File: config.mk
export PLATFORM = sky130hd
export DESIGN_NAME = i2c_hold_rx
export DESIGN_NICKNAME = d
export VERILOG_FILES = /design/src/rtl/i2c_rx_pkg.sv /design/src/rtl/i2c_rx_dp.sv /design/src/rtl/i2c_rx_ctrl.sv /design/src/rtl/i2c_hold_rx.sv
export SDC_FILE = /design/constraint.sdc
export NUM_CORES = 1
export LEC_CHECK = 0
export ABC_AREA = 1
export CAP_MARGIN = 20
export CORE_ASPECT_RATIO = 0.6
export CORE_MARGIN = 2
export CORE_UTILIZATION = 42
export DETAILED_ROUTE_END_ITERATION = 6
export PLACE_DENSITY = 0.66
export SKIP_LAST_GASP = 1
export SYNTH_ARGS = -nofsm -noshare
export SYNTH_HDL_FRONTEND = slang
export SYNTH_SLANG_ARGS = --single-unit
File: constraint.sdc
create_clock -name clk -period 5.2 [get_ports clk]
set_clock_uncertainty 0.2 [all_clocks]
set_input_delay 1.56 -clock clk [delete_from_list [all_inputs] [get_ports clk]]
set_output_delay 1.56 -clock clk [all_outputs]
set_load 0.05 [all_outputs]
File: src/rtl/i2c_rx_pkg.sv
package i2c_rx_pkg;
  typedef enum logic [2:0] {
    ST_IDLE, ST_RECV, ST_HOLD, ST_ACK, ST_STRETCH, ST_SKIP
  } rxState_t;

  typedef struct packed {
    logic shiftEn;
    logic loadBuf;
    logic setOvf;
    logic setIrq;
    logic setStart;
    logic setStop;
    logic loadRw;
    logic clrRel;
    logic setAckTim;
    logic clrAckTim;
  } dpStrobe_t;
endpackage

File: src/rtl/i2c_rx_dp.sv
module i2c_rx_dp
  import i2c_rx_pkg::*;
#(
  parameter int DATA_W = 8
) (
  input  logic              clk,
  input  logic              rstN,
  input  dpStrobe_t         strobe,
  input  logic              sdaBit,
  input  logic              bufRead,
  input  logic              irqClr,
  input  logic              ovfClr,
  input  logic              relSet,
  output logic [DATA_W-1:0] shiftReg,
  output logic [DATA_W-1:0] rxData,
  output logic              bufFull,
  output logic              ovfFlag,
  output logic              startSeen,
  output logic              stopSeen,
  output logic              rwBit,
  output logic              irqFlag,
  output logic              relBit,
  output logic              ackTim
);

  always_ff @(posedge clk or negedge rstN) begin
    if (!rstN) begin
      shiftReg  <= '0;
      rxData    <= '0;
      bufFull   <= 1'b0;
      ovfFlag   <= 1'b0;
      startSeen <= 1'b0;
      stopSeen  <= 1'b0;
      rwBit     <= 1'b0;
      irqFlag   <= 1'b0;
      relBit    <= 1'b1;
      ackTim    <= 1'b0;
    end else begin
      if (strobe.shiftEn) shiftReg <= {shiftReg[DATA_W-2:0], sdaBit};
      if (strobe.loadBuf) rxData <= shiftReg;

      if (strobe.loadBuf)  bufFull <= 1'b1;
      else if (bufRead)    bufFull <= 1'b0;

      if (strobe.setOvf)   ovfFlag <= 1'b1;
      else if (ovfClr)     ovfFlag <= 1'b0;

      if (strobe.setIrq)   irqFlag <= 1'b1;
      else if (irqClr)     irqFlag <= 1'b0;

      if (strobe.setStart) begin
        startSeen <= 1'b1;
        stopSeen  <= 1'b0;
      end else if (strobe.setStop) begin
        stopSeen  <= 1'b1;
        startSeen <= 1'b0;
      end

      if (strobe.loadRw) rwBit <= shiftReg[0];

      if (strobe.clrRel)  relBit <= 1'b0;
      else if (relSet)    relBit <= 1'b1;

      if (strobe.setAckTim)      ackTim <= 1'b1;
      else if (strobe.clrAckTim) ackTim <= 1'b0;
    end
  end

  // an overflowing byte never lands in the buffer
  assert_ovf_keeps_buf_R5: assert property (@(posedge clk) disable iff (!rstN)
    $rose(ovfFlag) |-> $stable(rxData));

  // the interrupt flag is sticky until software clears it
  assert_irq_sticky_R6: assert property (@(posedge clk) disable iff (!rstN)
    (irqFlag && !irqClr) |=> irqFlag);

endmodule

File: src/rtl/i2c_rx_ctrl.sv
module i2c_rx_ctrl
  import i2c_rx_pkg::*;
#(
  parameter int ADDR_W      = 7,
  parameter int DATA_W      = 8,
  parameter int SYNC_STAGES = 2
) (
  input  logic              clk,
  input  logic              rstN,
  input  logic              sclIn,
  input  logic              sdaIn,
  input  logic [ADDR_W-1:0] ownAddr,
  input  logic [DATA_W-1:0] shiftReg,
  input  logic              bufFull,
  input  logic              ovfFlag,
  input  logic              relBit,
  input  logic              ackTim,
  input  logic              ackDataIn,
  input  logic              stretchEn,
  input  logic              addrHoldEn,
  input  logic              dataHoldEn,
  input  logic              startIntEn,
  input  logic              stopIntEn,
  input  logic              bufOvrEn,
  output dpStrobe_t         strobe,
  output logic              sdaBit,
  output logic              sclOe,
  output logic              sdaOe
);

  localparam int CNT_W = $clog2(DATA_W + 1);
  localparam logic [CNT_W-1:0] LAST_BIT = CNT_W'(DATA_W);

  logic [SYNC_STAGES-1:0] sclPipe, sdaPipe;
  logic sclS, sdaS, sclPrev, sdaPrev;
  logic sclRise, sclFall, startEv, stopEv;

  rxState_t         state, stateNxt;
  logic [CNT_W-1:0] bitCnt, cntNxt;
  logic             isAddr, isAddrNxt, nack, nackNxt;
  logic             addrMatch, blockFull, holdThis, byteDone;

  // line synchronizers, depth chosen by parameter
  generate
    if (SYNC_STAGES == 1) begin : g_sync1
      always_ff @(posedge clk or negedge rstN) begin
        if (!rstN) begin
          sclPipe <= '1;
          sdaPipe <= '1;
        end else begin
          sclPipe <= sclIn;
          sdaPipe <= sdaIn;
        end
      end
    end else begin : g_syncN
      always_ff @(posedge clk or negedge rstN) begin
        if (!rstN) begin
          sclPipe <= '1;
          sdaPipe <= '1;
        end else begin
          sclPipe <= {sclPipe[SYNC_STAGES-2:0], sclIn};
          sdaPipe <= {sdaPipe[SYNC_STAGES-2:0], sdaIn};
        end
      end
    end
  endgenerate

  assign sclS = sclPipe[SYNC_STAGES-1];
  assign sdaS = sdaPipe[SYNC_STAGES-1];
  assign sdaBit = sdaS;

  assign sclRise = sclS && !sclPrev;
  assign sclFall = !sclS && sclPrev;
  assign startEv = sclS && sclPrev && sdaPrev && !sdaS;
  assign stopEv  = sclS && sclPrev && !sdaPrev && sdaS;

  assign addrMatch = (shiftReg[DATA_W-1 -: ADDR_W] == ownAddr) && !shiftReg[0];
  assign blockFull = bufFull && !bufOvrEn;
  assign holdThis  = isAddr ? addrHoldEn : dataHoldEn;
  assign byteDone  = sclFall && (bitCnt == LAST_BIT);

  always_comb begin
    stateNxt  = state;
    cntNxt    = bitCnt;
    isAddrNxt = isAddr;
    nackNxt   = nack;
    strobe    = '0;
    if (startEv) begin
      strobe.setStart = 1'b1;
      strobe.setIrq   = startIntEn;
      strobe.clrAckTim = 1'b1;
      stateNxt  = ST_RECV;
      cntNxt    = '0;
      isAddrNxt = 1'b1;
    end else if (stopEv) begin
      strobe.setStop = 1'b1;
      strobe.setIrq  = stopIntEn;
      strobe.clrAckTim = 1'b1;
      stateNxt = ST_IDLE;
    end else begin
      unique case (state)
        ST_RECV: begin
          if (sclRise && bitCnt < LAST_BIT) begin
            strobe.shiftEn = 1'b1;
            cntNxt = bitCnt + 1'b1;
          end
          if (byteDone) begin
            strobe.loadRw = isAddr;
            if (isAddr && !addrMatch) begin
              stateNxt = ST_SKIP;
            end else begin
              strobe.loadBuf = !blockFull;
              strobe.setOvf  = blockFull;
              nackNxt = blockFull || ovfFlag;
              if (holdThis) begin
                strobe.setIrq    = 1'b1;
                strobe.clrRel    = 1'b1;
                strobe.setAckTim = 1'b1;
                stateNxt = ST_HOLD;
              end else begin
                stateNxt = ST_ACK;
              end
            end
          end
        end
        ST_HOLD: begin
          if (relBit) begin
            nackNxt  = ackDataIn;
            stateNxt = ST_ACK;
          end
        end
        ST_ACK: begin
          if (sclFall) begin
            strobe.clrAckTim = 1'b1;
            cntNxt    = '0;
            isAddrNxt = 1'b0;
            if (nack) begin
              stateNxt = ST_SKIP;
            end else begin
              strobe.setIrq = 1'b1;
              if (stretchEn) begin
                strobe.clrRel = 1'b1;
                stateNxt = ST_STRETCH;
              end else begin
                stateNxt = ST_RECV;
              end
            end
          end
        end
        ST_STRETCH: if (relBit) stateNxt = ST_RECV;
        default: ;
      endcase
    end
  end

  always_ff @(posedge clk or negedge rstN) begin
    if (!rstN) begin
      sclPrev <= 1'b1;
      sdaPrev <= 1'b1;
      state   <= ST_IDLE;
      bitCnt  <= '0;
      isAddr  <= 1'b0;
      nack    <= 1'b0;
    end else begin
      sclPrev <= sclS;
      sdaPrev <= sdaS;
      state   <= stateNxt;
      bitCnt  <= cntNxt;
      isAddr  <= isAddrNxt;
      nack    <= nackNxt;
    end
  end

  assign sdaOe = (state == ST_ACK) && !nack;
  assign sclOe = (state == ST_HOLD) || (state == ST_STRETCH);

  // whenever the clock starts being held, the release bit reads 0
  assert_rel_cleared_on_hold_R7: assert property (@(posedge clk) disable iff (!rstN)
    $rose(sclOe) |-> !relBit);

  // while waiting in hold the timing flag marks a pre-ACK interrupt
  assert_acktim_in_hold_R8: assert property (@(posedge clk) disable iff (!rstN)
    (state == ST_HOLD) |-> ackTim);

  // the ACK drive is let go only while SCL is low
  assert_sda_release_scl_low_R4: assert property (@(posedge clk) disable iff (!rstN)
    $fell(sdaOe) |-> !sclS);

  // the timing flag drops only when leaving the ACK clock or on a bus condition
  assert_acktim_clear_R10: assert property (@(posedge clk) disable iff (!rstN)
    $fell(ackTim) |-> ($past(state) == ST_ACK || $past(startEv) || $past(stopEv)));

endmodule

File: src/rtl/i2c_hold_rx.sv
module i2c_hold_rx
  import i2c_rx_pkg::*;
#(
  parameter int ADDR_W      = 7,
  parameter int DATA_W      = 8,
  parameter int SYNC_STAGES = 2
) (
  input  logic              clk,
  input  logic              rstN,
  input  logic              sclIn,
  input  logic              sdaIn,
  output logic              sclOe,
  output logic              sdaOe,
  input  logic [ADDR_W-1:0] ownAddr,
  input  logic              stretchEn,
  input  logic              addrHoldEn,
  input  logic              dataHoldEn,
  input  logic              startIntEn,
  input  logic              stopIntEn,
  input  logic              bufOvrEn,
  input  logic              ackDataIn,
  input  logic              bufRead,
  input  logic              irqClr,
  input  logic              ovfClr,
  input  logic              relSet,
  output logic [DATA_W-1:0] rxData,
  output logic              bufFull,
  output logic              ovfFlag,
  output logic              startSeen,
  output logic              stopSeen,
  output logic              rwBit,
  output logic              irqFlag,
  output logic              relBit,
  output logic              ackTim
);

  dpStrobe_t         strobe;
  logic              sdaBit;
  logic [DATA_W-1:0] shiftReg;

  i2c_rx_ctrl #(.ADDR_W(ADDR_W), .DATA_W(DATA_W), .SYNC_STAGES(SYNC_STAGES)) ctrl_i (
    .clk(clk), .rstN(rstN), .sclIn(sclIn), .sdaIn(sdaIn), .ownAddr(ownAddr),
    .shiftReg(shiftReg), .bufFull(bufFull), .ovfFlag(ovfFlag), .relBit(relBit),
    .ackTim(ackTim), .ackDataIn(ackDataIn), .stretchEn(stretchEn),
    .addrHoldEn(addrHoldEn), .dataHoldEn(dataHoldEn), .startIntEn(startIntEn),
    .stopIntEn(stopIntEn), .bufOvrEn(bufOvrEn), .strobe(strobe), .sdaBit(sdaBit),
    .sclOe(sclOe), .sdaOe(sdaOe)
  );

  i2c_rx_dp #(.DATA_W(DATA_W)) dp_i (
    .clk(clk), .rstN(rstN), .strobe(strobe), .sdaBit(sdaBit), .bufRead(bufRead),
    .irqClr(irqClr), .ovfClr(ovfClr), .relSet(relSet), .shiftReg(shiftReg),
    .rxData(rxData), .bufFull(bufFull), .ovfFlag(ovfFlag), .startSeen(startSeen),
    .stopSeen(stopSeen), .rwBit(rwBit), .irqFlag(irqFlag), .relBit(relBit),
    .ackTim(ackTim)
  );

endmodule

==> impl_results.md, run 1 <==
- Post-Route WL: between 4000 and 5000 µm
- Post-CTS Resized: 0
- Max VDD drop: between 200 and 250 µV
- Most used standard cell by instance count after synthesis: nand2_1
- Number of distinct library cells after synthesis: 27
- Synth Flop Type: dfrtp_1
- Delay-heaviest family, CP: buffers and inverters
- Capturing point of the worst reg2reg path: ctrl_i.isAddr
- Max_cap viols: 0
- Syn_nets: approximately 270
- Hold-fix buffers, CTS: 0
- CP Launch Type: flop
- FF-to-FF setup slack: about 3300 ps
- Syn_area_per_cell: 8.17 µm²
- Routed length per instance: roughly 11 µm
- Die area: between 5000 and 6000 µm²
- Slew margin rel.: 43.4%
- Hold Vio Cnt, Final: 0
- H-Tree Depth: 2
- Synth warnings: 0
- Global routing usage on met3: 5.33%
- WP data required: around 3400 ps
- End point of the critical path: sdaOe
- Slew Limit Fails: 0
- Top post-synthesis cells by count: 66 x nand2_1, 47 x inv_1, 32 x dfrtp_1
- Final Cycle Share: around 75%
- Via count: approximately 1,600
- Seq/Total Area, Yosys: 48.2%
- Area of the multi-input gates: around 830 µm²
- Register area: 985 µm²
- CTS tree: done
- Setup TNS: 0 ps
- Worst-Skew Late Latency: a little under 300 ps
- CTS buffer count: 5
- Slowest stage cell, crit path: clkdlybuf4s50_1
- Critical Path Start: ctrl_i.state[2]
- Outcome: finished, final reports clean
- Mapped cell area: 2040 µm²
- First-pass GRT wire length: just under 7000 µm
- Fillers: 430
- Post-CTS Setup Repair Bufs: 0
- Worst hold path type: flop to flop
- Post-synthesis async set-or-reset flop share: between 90% and 100%
- Area leader, netlist: dfrtp_1
- Root buffer cell: clkbuf_8
- Nets: between 300 and 400
- DRC: 0
- GRT Max-Usage Layer: met1
- Leak: 0.00130 µW
- Layout area overhead: 27.2%
- F_max: about 0.26 GHz
- CTS Sinks: 39
- CP bufs+invs: 3
- Routability cong.: 0.893
- Type of the worst setup path: flop to output pin
- DRT Pass-1 Iters: 4
- Gr ovfl total: 0
- CP max stage delay: 830 ps
- CP max FO: 4
- FF+latch count, synth: 39
- Io pins: 40
- Die width: roughly 94 µm
- Vias in the first global route: roughly 1,500
- Global-route track usage on met2: around 22%
- Largest net degree at the start of global routing: 40
- CTS max path bufs: 2
- Initial DRC count: between 90 and 100
- Layout cell share with drive strength beyond 1: between 10% and 20%
- Initial antenna violation count: 0
- Endpoint class of the critical path: output pin
- ANT cells: 0
- Fin crit period: slightly below 4000 ps
- Critical Path AT: approximately 2200 ps
- Clock transition at path regs: approximately 80 ps
- Die Ht: a little under 60 µm
- Buffers on Ports: 39
- Synth top area cells: dfrtp_1 39%, nand2_1 12%, dfstp_2 9.0%
- EDFF count, synth: 0
- R2R Path Start: ctrl_i.sclPipe[1]
- Crit path cell chain: inv_2, nand2_2, nor2_2, inv_1, nor2_1, clkdlybuf4s50_1
- Starting Density: between 40 and 50%
- Post-synth top area share: 39.2%
- FF-to-FF path depth: 7
- CP Depth: 6
- RSZ-0062 raised after global routing: no
- Vias per inst: 4.51
- Cells after synthesis: 250
- Met1 Usage GRT: between 20% and 30%
- FP Rows: 19
- Post-Place Cell Area: 2480 µm²
- Final HPWL DP: around 3000 µm
- Overall Global Routing Usage: approximately 17%
- Core area: around 4600 µm²
- Power per standard cell area: roughly 500 nW/µm²
- Routed Antenna Nets: 0
- Worst-margin pin slew: between 800 and 900 ps
- Finish-stage setup viols: 0
- Post-route design area: between 2000 and 3000 µm²
==> final cells by class <==
class	count	area share, %
multi-input combinational	155	31.9
timing repair buffer	39	14.8
sequential	39	37.9
inverter	54	7.80
tap	63	3.03
clock inverter	2	1.35
clock buffer	6	3.18
==> cell usage in the layout (no fill, tap or decap), types with 2 or more instances in the layout <==
cell type	synthesis	final
nor2_4	3	3
nor2_2	3	3
inv_2	7	7
inv_1	47	47
nand2_2	5	5
a21oi_1	5	5
o21ai_1	10	10
clkdlybuf4s50_1	0	38
ha_1	2	2
dfstp_2	7	7
a21oi_2	2	2
nor2_1	17	17
o21ai_2	9	9
dfrtp_1	32	32
nand3_1	13	13
nor3_4	2	2
nand2_1	66	66
nand4_1	2	2
o21ai_0	9	9
clkbuf_8	0	6
==> registers in the layout, summed over array words and instances, names as in the netlist <==
register and flops:
dp_i.relBit 1, dp_i.shiftReg 8, dp_i.rwBit 1, dp_i.irqFlag 1
dp_i.ackTim 1, dp_i.startSeen 1, ctrl_i.state 3, ctrl_i.sdaPipe 2
ctrl_i.sclPrev 1, ctrl_i.bitCnt 4, dp_i.ovfFlag 1, ctrl_i.isAddr 1
ctrl_i.sclPipe 2, dp_i.rxData 8, dp_i.stopSeen 1, dp_i.bufFull 1
ctrl_i.sdaPrev 1, ctrl_i.nack 1
==> layer usage <==
metal	up-vias	share of wire (%)
li1	856	-
met1	713	53
met2	41	39
met3	5	6.8
met4	0	1.0
met5	-	0
==> logic make-up (layout without fill, tap and decap cells) <==
family	Yosys count	in the layout	share of synthesized area (%)
adders and majority gates	2	2	1.22
AOI/OAI and AO/OA	37	37	11.3
and+or+nand+nor	114	114	27.2
buffers and inverters	56	101	11.2
DFF	39	39	48.2
xor gates and xnor gates	2	2	0.857
==> report_power, final <==
part | switching (µW) | leakage (µW) | internal, µW
Combinational | 369 | 0.000762 | 194
Clock | 109 | 0.0000612 | 155
Sequential | 73.7 | 0.000472 | 387
Total | 552 | 0.00130 | 737
==> per-stage QoR <==
stage	total power (µW)	hold WS (ps)	cells	util (%)	worst slack [ps]
after floorplan	884	145	250	-	1960
final	1290	157	358	56.1	1290
after global routing	1390	160	358	56.1	1180
after detailed placement	1030	147	350	53.5	1600
after CTS	1300	158	358	56.1	1280
after global placement	1030	146	350	53.5	1660
==> worst min-delay path by stage <==
stage	from	endpoint	slack [ps]	cells past startpoint
2_1_floorplan	ctrl_i.sclPipe[0]	ctrl_i.sclPipe[1]	150	0
3_3_place_gp	ctrl_i.sclPipe[0]	ctrl_i.sclPipe[1]	150	0
3_5_place_dp	ctrl_i.sdaPipe[0]	ctrl_i.sdaPipe[1]	150	0
4_1_cts	ctrl_i.sdaPipe[0]	ctrl_i.sdaPipe[1]	160	0
5_1_grt	ctrl_i.sdaPipe[0]	ctrl_i.sdaPipe[1]	160	0
6_report	ctrl_i.sdaPipe[0]	ctrl_i.sdaPipe[1]	160	0
No activity file was read; power rests on OpenSTA's default activity.
==> run 2: changes to the inputs <==
--- a/config.mk
+++ b/config.mk
@@ -11,7 +11,7 @@
 export CORE_MARGIN = 2
 export CORE_UTILIZATION = 42
 export DETAILED_ROUTE_END_ITERATION = 6
-export PLACE_DENSITY = 0.66
+export PLACE_DENSITY = 0.69
 export SKIP_LAST_GASP = 1
 export SYNTH_ARGS = -nofsm -noshare
 export SYNTH_HDL_FRONTEND = slang
==> constraint.sdc (replaced) <==
create_clock -name clk -period 3.2 [get_ports clk]
set_clock_uncertainty 0.2 [all_clocks]
set_input_delay 0.96 -clock clk [delete_from_list [all_inputs] [get_ports clk]]
set_output_delay 0.96 -clock clk [all_outputs]
set_load 0.05 [all_outputs]
==> run 2 against run 1 <==
Core utilization down 0.67 points. Sequential power up 65%. Cell area down 1.2%. Clock power up 28%. Via count up 2.5%. Flip-flop and latch count unchanged. Sequential share of layout area up 0.46 points. Final cell count unchanged. Critical path type unchanged. Largest power group unchanged.
==> impl_results.md, run 2 (synthesized netlist as in run 1, its figures left out) <==
- Finish-stage setup viols: 0
- H-Tree Depth: 2
- Post-CTS Resized: 0
- Vias in the first global route: 1,483
- Outcome: finished, final reports clean
- CTS buffer count: 5
- DP Worst Slack: roughly 500 ps
- Placed insts: 350
- RSZ-0062 raised after global routing: no
- Core area: around 4600 µm²
- Nets: 318
- Layout cell share with drive strength beyond 1: between 15 and 20%
- Initial DRC count: 76
- Layout area overhead: 25.7%
- Initial antenna violation count: 0
- PnR worst setup slack: around 180 ps
- Overall Global Routing Usage: around 17%
- DRC: 0
- FF-to-FF setup slack: around 1300 ps
- Worst-Skew Late Latency: 300 ps
- Vias per inst: 4.63
- Clock transition at path regs: 80 ps
- CP Launch Type: flop
- Slew Limit Fails: 0
- Commonest non-fill, non-tap cell in the layout: nand2_1
- Post-Route WL: between 4000 and 5000 µm
- R2R Path Start: ctrl_i.sclPipe[1]
- Die Ht: just under 60 µm
- Most frequent cells in the layout: 66 x nand2_1, 47 x inv_1, 37 x clkdlybuf4s50_1
- Final HPWL DP: 3170 µm
- Gr ovfl total: 0
- Endpoint class of the critical path: output pin
- Worst Hold Launch: ctrl_i.sdaPipe[0]
- ANT cells: 0
- CTS max path bufs: 2
- Routed length per instance: about 12 µm
- F_max: 0.331 GHz
- First-pass GRT wire length: approximately 7000 µm
- CP max FO: 4
- Hold-fix buffers, CTS: 0
- DRT Pass-1 Iters: 4
- Die area: ~5500 µm²
- Via count: 1,656
- Critical Path AT: 1860 ps
- Starting Density: 44.1%
- Slew margin rel.: a little over two fifths
- CTS tree: done
- Routed Antenna Nets: 0
- Buffers on Ports: 39
- Io pins: 40
- Critical Path Start: ctrl_i.state[2]
- Max_cap viols: 0
- Fin crit period: 3020 ps
- Worst hold path type: flop to flop
- Post-CTS Setup Repair Bufs: 0
- Total power: a little over 2000 µW
- CTS Sinks: 39
- Largest net degree at the start of global routing: 40
- Final Cycle Share: about 94%
- Leak: around 0.0013 µW
- Biggest registers after layout: dp_i.rxData x8, dp_i.shiftReg x8, ctrl_i.bitCnt x4
- Setup TNS: 0 ps
- Root buffer cell: clkbuf_8
- Hold Vio Cnt, Final: 0
- Power per standard cell area: approximately 800 nW/µm²
- Worst-margin pin slew: between 800 and 900 ps
- WP data required: a little over 2000 ps
- Routability cong.: 0.870
- FP Rows: 19
- Max VDD drop: around 340 µV
- Type of the worst setup path: flop to output pin
- Die width: roughly 94 µm
- Non-filler instance count after layout: 358
run 2: changes by cell type in the layout (fill, tap and decap cells not counted), sizes merged:
cell | before | now
clkbuf | 6 | 5
buf | 1 | 2
clkinvlp | 0 | 2
bufinv | 1 | 0
clkdlybuf4s50 | 38 | 37
run 2: metal layers:
layer | global-route usage, % | vias to the layer above | share of wire (%)
met3 | 4.81 | 2 | 4.7
li1 | - | 852 | -
met4 | 4.97 | 0 | 0.34
met5 | 0 | - | 0
met1 | 26.3 | 764 | 53
met2 | 23.0 | 38 | 42
run 2: final timing paths:
path	endpoint	cells after the start
worst max register to register	dp_i.shiftReg[3]	7
min in group asynchronous	dp_i.shiftReg[1]	1
max in group asynchronous	dp_i.shiftReg[3]	1
worst min register to register	ctrl_i.sdaPipe[1]	0
worst max-delay path	sclOe	6
worst min-delay path	ctrl_i.sdaPipe[1]	0
run 2: per-stage QoR:
step | util (%) | hold slack [ps] | cell area (µm²)
finish | 55.4 | 159 | 2570
global route | 55.4 | 167 | 2570
detailed placement | 53.5 | 149 | 2480
CTS | 55.4 | 161 | 2570
floorplan | - | 145 | 2040
global placement | 53.5 | 147 | 2480
run 2: where the power goes:
| part | internal, µW | switching [µW] |
|---|---|---|
| Clock | 152 | 185 |
| Sequential | 629 | 129 |
| Combinational | 313 | 607 |
run 2: area by class of cell:
type | instances | area (µm²)
fill | 446 | 2070
sequential | 39 | 985
multi-input combinational | 155 | 830
timing repair buffer | 39 | 383
inverter | 54 | 203
tap | 63 | 78.8
clock buffer | 5 | 68.8
clock inverter | 3 | 20.0
run 2: critical path, stage by stage (launching register included):
cell and delay (ps):
dfrtp_1 390, inv_2 70, nand2_1 60, inv_1 70
nand2_1 100, nand2_1 80, clkdlybuf4s50_1 790
==> run 3: changes to the inputs <==
--- a/config.mk
+++ b/config.mk
@@ -11,7 +11,9 @@
 export CORE_MARGIN = 2
 export CORE_UTILIZATION = 42
 export DETAILED_ROUTE_END_ITERATION = 6
-export PLACE_DENSITY = 0.69
+export DONT_BUFFER_PORTS = 1
+export PLACE_DENSITY = 0.58
+export RECOVER_POWER = 25
 export SKIP_LAST_GASP = 1
 export SYNTH_ARGS = -nofsm -noshare
 export SYNTH_HDL_FRONTEND = slang
==> run 3 against run 2 <==
Register-to-register slack better by 40 ps. Critical path type unchanged. Non-clock buffer count down 38. Sequential power up 16%.
==> impl_results.md, run 3 (synthesized netlist as in run 1, its figures left out) <==
- Via count: approximately 1,500
- Post-route design area: roughly 2200 µm²
- Clock transition at path regs: roughly 70 ps
- CTS max path bufs: 2
- Metal-1 WL: ~2200 µm
- Critical Path AT: 1470 ps
- Die area: roughly 5500 µm²
- Io pins: 40
- CTS tree: done
- Worst-margin pin slew: 510 ps
- Power per standard cell area: about 900 nW/µm²
- Post-CTS Resized: 0
- Max_cap viols: 0
- Layout area overhead: 7.84%
- Vias in the first global route: around 1,400
- Routability cong.: between 0.9 and 1
- RSZ-0062 raised after global routing: no
- Routed Antenna Nets: 0
- Hold-fix buffers, CTS: 0
- Core area: around 4600 µm²
- Fin crit period: 2630 ps
- Die width: approximately 94 µm
- Commonest non-fill, non-tap cell in the layout: nand2_1
- H-Tree Depth: 2
- Leak: around 0.0011 µW
- CP Launch Type: flop
- Nets: 280
- Final HPWL DP: between 3000 and 4000 µm
- Layout cell share with drive strength beyond 1: about a fifth
- Worst-Skew Late Latency: ~280 ps
- Register area: just under 1000 µm²
- Placed insts: around 310
- Die Ht: just under 60 µm
- FP Rows: 19
- Routed length per instance: 12.5 µm
- Metal2 WL: 1490 µm
- Final Util: between 40% and 50%
- Starting Density: 44.1%
- Hold Vio Cnt, Final: 0
- CTS buffer count: 5
- Initial DRC count: 72
- First-pass GRT wire length: ~6900 µm
- F_max: between 0.3 and 0.4 GHz
- Gr ovfl total: 0
- Root buffer cell: clkbuf_8
- Largest net degree at the start of global routing: 40
- Buffers on Ports: 0
- CP max FO: 4
- Final Cycle Share: 82.1%
- Metal3 WL: 311 µm
- Slew Limit Fails: 0
- ANT cells: 0
- CTS Sinks: 39
- Endpoint class of the critical path: output pin
- Slew margin rel.: about two thirds
- Fillers: ~480
- Outcome: finished, final reports clean
- Post-Route WL: approximately 4000 µm
- Post-Place Cell Area: around 2100 µm²
- Most frequent cells in the layout: 66 x nand2_1, 47 x inv_1, 32 x dfrtp_1
- Minimum hold slack: between 150 and 200 ps
- Setup TNS: 0 ps
- Post-CTS Setup Repair Bufs: 0
- DRT Pass-1 Iters: 4
- Area of the multi-input gates: 830 µm²
- Max VDD drop: about 400 µV
- Biggest registers after layout: dp_i.rxData x8, dp_i.shiftReg x8, ctrl_i.bitCnt x4
- Worst hold path type: input pin to async pin
- Non-filler instance count after layout: 320
- DRC: 0
- Initial antenna violation count: 0
- DR top layer: met4
- WP data required: approximately 2000 ps
- Vias per inst: 4.58
- Finish-stage setup viols: 0
- Type of the worst setup path: flop to output pin
- Overall Global Routing Usage: between 10% and 20%
## run 3: path summary, 6_finish.rpt
kind,startpoint,to,depth (start not counted),slack (ps)
setup / recovery,ctrl_i.state[2],sdaOe,6,570
setup reg to reg,ctrl_i.sclPipe[1],dp_i.rxData[3],9,1350
hold / removal,rstN,ctrl_i.nack,0,160
hold reg to reg,ctrl_i.sclPipe[0],ctrl_i.sclPipe[1],0,160
max in group asynchronous,rstN,ctrl_i.sclPipe[1],0,2450
min in group clk,ctrl_i.sclPipe[0],ctrl_i.sclPipe[1],0,160
## run 3: worst max-delay path, stage by stage, from the launching register on
cell	delay (ps)
dfrtp_1	390
inv_2	80
nand2_2	90
nor2_2	190
inv_1	120
nor2_1	100
buf_4	210
## run 3: where the power goes
| group | total, µW | leakage [µW] | internal (µW) | switching, µW |
|---|---|---|---|---|
| Sequential | 877 | 0.000472 | 628 | 249 |
| Clock | 362 | 0.0000515 | 197 | 165 |
| Combinational | 689 | 0.000617 | 229 | 460 |
## run 3: cell type report
type | count | share of cell area, %
Clock buffer | 8 | 4.54
Tap cell | 63 | 3.58
Inverter | 54 | 9.20
Timing Repair Buffer | 1 | 0.341
Multi-Input combinational cell | 155 | 37.6
Sequential cell | 39 | 44.7
## run 3: through the flow
| stage | setup slack, ps | power, µW |
|---|---|---|
| 2_1_floorplan | 562 | 1440 |
| 3_3_place_gp | 942 | 1570 |
| 3_5_place_dp | 888 | 1570 |
| 4_1_cts | 560 | 1950 |
| 5_1_grt | 442 | 2090 |
| 6_report | 574 | 1930 |
## run 3: per-layer routing
| metal | GRT usage [%] | vias to the layer above |
|---|---|---|
| met1 | 24.9 | 647 |
| met5 | 0 | - |
| met2 | 21.6 | 38 |
| li1 | - | 776 |
| met3 | 6.24 | 4 |
| met4 | 6.00 | 0 |
